**src/rtl/i2c_ptr_pkg.sv**
```systemverilog
package i2c_ptr_pkg;

  typedef enum logic [2:0] {
    ST_IDLE,
    ST_ADDR,
    ST_ADDR_END,
    ST_ACK,
    ST_WR,
    ST_WR_END,
    ST_RD,
    ST_MACK
  } slv_state_t;

  localparam logic [255:0] DEF_MAP =
      (256'd1 << 8'h1E) | (256'd1 << 8'h1F) | (256'd1 << 8'h21) |
      (256'd1 << 8'h22) | (256'd1 << 8'h23) | (256'd1 << 8'h28);

endpackage

```
**src/rtl/i2c_line_sync.sv**
```systemverilog
module i2c_line_sync #(
  parameter int SYNC_STAGES = 2
) (
  input  logic clk,
  input  logic rst_n,
  input  logic scl_i,
  input  logic sda_i,
  output logic scl_s,
  output logic sda_s,
  output logic scl_rise,
  output logic scl_fall,
  output logic start_det,
  output logic stop_det
);

  logic [SYNC_STAGES-1:0] scl_q, sda_q;
  logic scl_d, sda_d;

  always_ff @(posedge clk or negedge rst_n) begin
    if (!rst_n) begin
      scl_q <= '1;
      sda_q <= '1;
      scl_d <= 1'b1;
      sda_d <= 1'b1;
    end else begin
      scl_q <= {scl_q[SYNC_STAGES-2:0], scl_i};
      sda_q <= {sda_q[SYNC_STAGES-2:0], sda_i};
      scl_d <= scl_q[SYNC_STAGES-1];
      sda_d <= sda_q[SYNC_STAGES-1];
    end
  end

  always_comb begin
    scl_s     = scl_q[SYNC_STAGES-1];
    sda_s     = sda_q[SYNC_STAGES-1];
    scl_rise  = scl_s & ~scl_d;
    scl_fall  = ~scl_s & scl_d;
    start_det = scl_s & scl_d & sda_d & ~sda_s;
    stop_det  = scl_s & scl_d & ~sda_d & sda_s;
  end

endmodule

```
**src/rtl/i2c_ptr_reg.sv**
```systemverilog
module i2c_ptr_reg #(
  parameter int PTR_W = 8
) (
  input  logic             clk,
  input  logic             rst_n,
  input  logic             load,
  input  logic             step,
  input  logic [PTR_W-1:0] load_val,
  output logic [PTR_W-1:0] ptr
);

  localparam logic [PTR_W-1:0] PTR_MAX = '1;

  logic [PTR_W-1:0] ptr_nxt;

  always_comb begin
    ptr_nxt = ptr;
    if (load)
      ptr_nxt = load_val;
    else if (step && (ptr != PTR_MAX))
      ptr_nxt = ptr + 1'b1;
  end

  always_ff @(posedge clk or negedge rst_n) begin
    if (!rst_n) ptr <= '0;
    else        ptr <= ptr_nxt;
  end

  // once at the top the pointer stays there unless reloaded
  a_r7_ptr_holds_max: assert property (@(posedge clk) disable iff (!rst_n)
    (ptr == PTR_MAX && !load) |=> (ptr == PTR_MAX));

  // without a load the pointer moves by at most one
  a_r4_ptr_single_step: assert property (@(posedge clk) disable iff (!rst_n)
    (!load) |=> ((ptr == $past(ptr)) || (ptr == $past(ptr) + 1'b1)));

endmodule

```
**src/rtl/i2c_ptr_slave.sv**
```systemverilog
module i2c_ptr_slave
  import i2c_ptr_pkg::*;
#(
  parameter logic [6:0]   SLV_ADDR    = 7'h2B,
  parameter int           SYNC_STAGES = 2,
  parameter int           DATA_W      = 8,
  parameter logic [255:0] MAP_MASK    = DEF_MAP
) (
  input  logic              clk,
  input  logic              rst_n,
  input  logic              scl_i,
  input  logic              sda_i,
  output logic              sda_oe,
  output logic [DATA_W-1:0] reg_addr,
  input  logic [DATA_W-1:0] reg_rdata
);

  localparam int CNT_W = $clog2(DATA_W);
  localparam logic [CNT_W-1:0] LAST_BIT = CNT_W'(DATA_W - 1);

  logic scl_s, sda_s, scl_rise, scl_fall, start_det, stop_det;

  i2c_line_sync #(.SYNC_STAGES(SYNC_STAGES)) u_sync (
    .clk      (clk),
    .rst_n    (rst_n),
    .scl_i    (scl_i),
    .sda_i    (sda_i),
    .scl_s    (scl_s),
    .sda_s    (sda_s),
    .scl_rise (scl_rise),
    .scl_fall (scl_fall),
    .start_det(start_det),
    .stop_det (stop_det)
  );

  slv_state_t        state, state_n;
  logic [CNT_W-1:0]  cnt, cnt_n;
  logic [DATA_W-1:0] sh, sh_n;
  logic              rw, rw_n;
  logic              first, first_n;
  logic              oe_n;
  logic              ptr_load, ptr_step;
  logic [DATA_W-1:0] rd_byte;

  i2c_ptr_reg #(.PTR_W(DATA_W)) u_ptr (
    .clk     (clk),
    .rst_n   (rst_n),
    .load    (ptr_load),
    .step    (ptr_step),
    .load_val(sh),
    .ptr     (reg_addr)
  );

  // unmapped registers read as zero
  always_comb rd_byte = MAP_MASK[reg_addr] ? reg_rdata : '0;

  always_comb begin
    state_n  = state;
    cnt_n    = cnt;
    sh_n     = sh;
    rw_n     = rw;
    first_n  = first;
    oe_n     = sda_oe;
    ptr_load = 1'b0;
    ptr_step = 1'b0;
    if (stop_det) begin
      state_n = ST_IDLE;
      oe_n    = 1'b0;
    end else if (start_det) begin
      state_n = ST_ADDR;
      cnt_n   = '0;
      first_n = 1'b1;
      oe_n    = 1'b0;
    end else begin
      unique case (state)
        ST_IDLE: ;
        ST_ADDR, ST_WR: if (scl_rise) begin
          sh_n  = {sh[DATA_W-2:0], sda_s};
          cnt_n = cnt + 1'b1;
          if (cnt == LAST_BIT)
            state_n = (state == ST_ADDR) ? ST_ADDR_END : ST_WR_END;
        end
        ST_ADDR_END: if (scl_fall) begin
          if (sh[DATA_W-1:1] == SLV_ADDR) begin
            rw_n    = sh[0];
            oe_n    = 1'b1;
            state_n = ST_ACK;
          end else begin
            state_n = ST_IDLE;
          end
        end
        ST_WR_END: if (scl_fall) begin
          oe_n    = 1'b1;
          state_n = ST_ACK;
          if (first) begin
            ptr_load = 1'b1;
            first_n  = 1'b0;
          end else begin
            ptr_step = 1'b1;
          end
        end
        ST_ACK: if (scl_fall) begin
          cnt_n = '0;
          if (rw) begin
            sh_n     = rd_byte;
            oe_n     = ~rd_byte[DATA_W-1];
            ptr_step = 1'b1;
            state_n  = ST_RD;
          end else begin
            oe_n    = 1'b0;
            state_n = ST_WR;
          end
        end
        ST_RD: if (scl_fall) begin
          cnt_n = cnt + 1'b1;
          if (cnt == LAST_BIT) begin
            oe_n    = 1'b0;
            state_n = ST_MACK;
          end else begin
            sh_n = {sh[DATA_W-2:0], 1'b0};
            oe_n = ~sh[DATA_W-2];
          end
        end
        ST_MACK: if (scl_rise) begin
          state_n = sda_s ? ST_IDLE : ST_ACK;
        end
        default: state_n = ST_IDLE;
      endcase
    end
  end

  always_ff @(posedge clk or negedge rst_n) begin
    if (!rst_n) begin
      state  <= ST_IDLE;
      cnt    <= '0;
      sh     <= '0;
      rw     <= 1'b0;
      first  <= 1'b1;
      sda_oe <= 1'b0;
    end else begin
      state  <= state_n;
      cnt    <= cnt_n;
      sh     <= sh_n;
      rw     <= rw_n;
      first  <= first_n;
      sda_oe <= oe_n;
    end
  end

  // the data line driver only moves while the clock line is low
  a_r10_sda_moves_low: assert property (@(posedge clk) disable iff (!rst_n)
    (sda_oe != $past(sda_oe)) |-> (!scl_s || start_det || stop_det));

  // an idle slave leaves the bus alone
  a_r1_idle_quiet: assert property (@(posedge clk) disable iff (!rst_n)
    (state == ST_IDLE) |-> !sda_oe);

  // the host's acknowledge slot is never driven by the slave
  a_r6_mack_released: assert property (@(posedge clk) disable iff (!rst_n)
    (state == ST_MACK) |-> !sda_oe);

  // an address ACK is only driven after a full address byte
  a_r2_ack_after_addr: assert property (@(posedge clk) disable iff (!rst_n)
    (state == ST_ACK && $past(state) == ST_ADDR_END) |-> sda_oe);

endmodule

```
**config.mk**
```make
export PLATFORM = sky130hd
export DESIGN_NAME = i2c_ptr_slave
export DESIGN_NICKNAME = d
export VERILOG_FILES = /design/src/rtl/i2c_ptr_pkg.sv /design/src/rtl/i2c_line_sync.sv /design/src/rtl/i2c_ptr_reg.sv /design/src/rtl/i2c_ptr_slave.sv
export SDC_FILE = /design/constraint.sdc
export NUM_CORES = 1
export LEC_CHECK = 0
export BUFFER_PORTS_ARGS = -buffer_cell sky130_fd_sc_hd__buf_2
export CORE_MARGIN = 1
export CORE_UTILIZATION = 62
export CTS_BUF_LIST = sky130_fd_sc_hd__clkbuf_16
export DETAILED_ROUTE_END_ITERATION = 10
export PLACE_DENSITY_LB_ADDON = 0.3
export SLEW_MARGIN = 10
export SYNTH_ARGS = -nofsm -noshare
export SYNTH_HDL_FRONTEND = slang
export SYNTH_HIERARCHICAL = 1
export SYNTH_SLANG_ARGS = --single-unit
```
**constraint.sdc**
```tcl
create_clock -name clk -period 5.9 [get_ports clk]
set_input_delay 0.59 -clock clk [delete_from_list [all_inputs] [get_ports clk]]
set_output_delay 0.59 -clock clk [all_outputs]
set_load 0.02 [all_outputs]
```
==> reports/qor.yml <==
status:
  status: "finished, violations left"
  failed_checks: "design-rule violations"
sta:
  tns_ns: 0
  slew_viol_final: 0
  worst_slew_pin_slew_ns: 1.08
  fin_worst_skew_ns: 0.00305
  hold_violations: 0
  fmax_mhz: 340
  grt_setup_unrepaired: "no"
  setup_violations: 0
  fin_crit_ns: 2.94
  period_share_pct: 49.8
  slew_headroom_pct: 27.4
clock_network:
  clockBufferDepth: 2
  clk_transition_reported_paths_ns: 0.05
  cts_max_level: 2
  cts_hold_buf: 0
  clock-root-buffer: "clkbuf_16"
  cts_buffers: 5
  cts_tree: "yes"
  post_cts_resized: 0
  cts.sinks: 31
  post-cts-setup-buffer-count: 0
  clk_latency_ns: 0.28
synthesis:
  synthFlopType: "dfrtp_1"
  synth.distinct_cells: 55
  synth-seq-cells: 31
  ys_seq_area_share_pct: 41.0
  synthCells: 209
  syn_nets: 224
  yosys_warnings: 6
  synth_edf_count: 0
  synth_area_per_cell_um2: 9.15
  async_flop_share_pct: 100
  synthesis.area_um2: 1910
finish:
  drive_gt1_share_pct: 20.1
  syn_to_final_growth_pct: 13.7
  most-common-layout-cells: "nand2_1 (28), dfrtp_1 (24), buf_2 (20)"
  final_common_cell: "nand2_1"
  n_fill_cell: 193
  n_antenna_cell: 0
  fin_nets: 238
  finalNonFillerCells: 255
  multi_input_area_um2: 1040
  ff_latch_area_um2: 785
critical_path:
  arrival_ns: 3.10
  r2r_cells: 6
  cp-end-kind: "flip-flop"
  reg2reg_setup_slack_ns: 2.96
  cp-start-kind: "flip-flop"
  criticalPathCategory: "flip-flop to flip-flop"
  reg2reg_to: "u_ptr/ptr[5]"
  rr_startpoint: "u_sync/scl_d"
  crit_path_start: "u_sync/scl_d"
  cp_max_fo: 9
  worstPathRequired_ns: 6.06
place:
  globalplace.congestion: 0.968
  portBuffers: 20
  dpl.cell_count: 247
  place_hpwl_mm: 2.94
detailed_routing:
  drt-initial-drc-count: 121
  drc: 2
  routed_via_density: 6.73
  wirelength_mm: 4.28
  num_vias: 1717
  wl_per_cell_um: 16.8
  ant_nets: 0
  first_pass_iters: 8
power:
  seqPwrFrac_pct: 38.7
  clockPowerShare_pct: 31.7
  p_leak_nw: 0.908
  powerDensity_nw_per_um2: 490
  sw_frac_of_total_pct: 37.6
  power_frac_comb_pct: 29.6
  switchingPower_uw: 402
  irDropWorstVdd_mv: 0.300
  intPower_uw: 665
min_path:
  min_path_type: "primary input to async pin"
grt:
  grt_pass1_wl_mm: 7.31
  grt_overflow_total: 0
  grt_start_max_net_pins: 32
  grtUsageTotal_pct: 29.4
  grt_pass1_vias: 1552
  antenna_found_initial: 0
job:
  maxCapViolCount: 0
die:
  start_util_pct: 67.6
  fp.dieW_um: 57.6
  die_h_um: 57.6
  io_pins: 21
  die_area_um2: 3310
  rows: 19
  coreArea_um2: 2830
synthesized netlist by cell type (2+ instances only):
| cell | count | area [um2] |
|---|---|---|
| nand3_1 | 9 | 45.0 |
| clkbuf_1 | 4 | 15.0 |
| nand2_1 | 28 | 105 |
| o21ai_1 | 5 | 25.0 |
| nand3b_1 | 3 | 22.5 |
| nand4_1 | 2 | 12.5 |
| nor4_1 | 3 | 18.8 |
| o2111ai_1 | 2 | 17.5 |
| dfrtp_1 | 24 | 601 |
| nor2_1 | 11 | 41.3 |
| nor4bb_1 | 2 | 20.0 |
| o21ai_2 | 3 | 26.3 |
| nor3_1 | 2 | 10.0 |
| buf_2 | 6 | 30.0 |
| o211ai_1 | 2 | 15.0 |
| a21oi_1 | 11 | 55.1 |
| dfstp_2 | 7 | 184 |
| ha_1 | 3 | 37.5 |
| mux2i_1 | 2 | 20.0 |
| and4b_1 | 3 | 30.0 |
| nor3b_1 | 2 | 15.0 |
| and4_1 | 2 | 17.5 |
| and3_1 | 2 | 12.5 |
| inv_1 | 4 | 15.0 |
| a22oi_1 | 11 | 82.6 |
| a211oi_1 | 2 | 15.0 |
| nor2b_1 | 10 | 62.6 |
| nand4b_1 | 2 | 17.5 |
| buf_6 | 3 | 33.8 |
| and2_1 | 2 | 12.5 |
| o31ai_1 | 4 | 30.0 |
| a31oi_1 | 2 | 12.5 |
| o21ai_0 | 9 | 45.0 |
stage by stage:
stage | cell area (um2) | power [mW] | hold slack (ns) | setup WS, ns | utilization (%)
CTS | 2180 | 1.06 | 0.355 | 3.05 | 76.9
global placement | 1980 | 0.699 | 0.346 | 3.17 | 70.1
finish | 2180 | 1.07 | 0.344 | 2.96 | 76.9
floorplan | 1910 | 0.636 | 0.294 | 3.83 | -
global route | 2180 | 1.13 | 0.361 | 2.61 | 76.9
detailed placement | 1980 | 0.721 | 0.347 | 3.06 | 70.1
worst max-delay path, stage by stage, from the launching register on:
cell and delay [ns]:
dfstp_2 0.54, nor2b_1 0.40, nand2_1 0.18, nor4_1 0.91, nand4_1 0.31, a2111oi_4 0.37
o31ai_1 0.10
layout make-up:
class | instances | area share, %
multi-input cells | 160 | 47.7
repair buffers | 21 | 4.95
well taps | 31 | 1.78
clock buffers | 5 | 5.75
flip-flops and latches | 31 | 36.1
inverters | 4 | 0.690
clock inverters | 3 | 3.11
power groups by stage:
stage / combinational, mW / clock [mW] / sequential [mW]
final: 0.316 / 0.338 / 0.413
after global routing: 0.354 / 0.347 / 0.427
after CTS: 0.314 / 0.339 / 0.407
after detailed placement: 0.311 / 0 / 0.410
after global placement: 0.296 / 0 / 0.403
after floorplan: 0.263 / 0 / 0.373
per-layer routing:
metal	track usage [%]	wire, um	vias to the layer above	part of all wire (%)
met2	41.7	1920	71	45
met4	15.0	94	0	2.2
li1	-	-	810	-
met3	5.90	282	11	6.6
met5	0	0	-	0
met1	42.5	1990	825	46
state kept, by name, indices dropped and copies added (netlist names):
signal / cells
u_ptr/ptr: 8
u_sync/scl_q: 2
state: 3
u_sync/sda_d: 1
cnt: 3
first: 1
u_sync/scl_d: 1
u_sync/sda_q: 2
sda_oe: 1
sh: 8
rw: 1
cell families (layout without fill, tap and decap cells):
logic type / after synthesis / in the layout / synth area share [%]
AO/OA/AOI/OAI: 64 / 64 / 24.1
XOR/XNOR: 2 / 2 / 0.916
adder cells (fa/ha/maj): 3 / 3 / 1.96
buffers and inverters: 18 / 33 / 5.10
flip-flops: 31 / 31 / 41.0
multiplexers: 3 / 3 / 1.64
AND/OR/NAND/NOR: 88 / 88 / 25.2
worst max-delay path by stage:
stage,end,slack [ns],cells after the start
final,u_ptr/ptr[5],2.96,6
after floorplan,sh[4],3.83,9
after global routing,u_ptr/ptr[5],2.61,6
after global placement,u_ptr/ptr[5],3.17,6
after CTS,u_ptr/ptr[5],3.05,6
after detailed placement,u_ptr/ptr[5],3.06,6
Note: power is estimated with default switching activity, not from simulation.
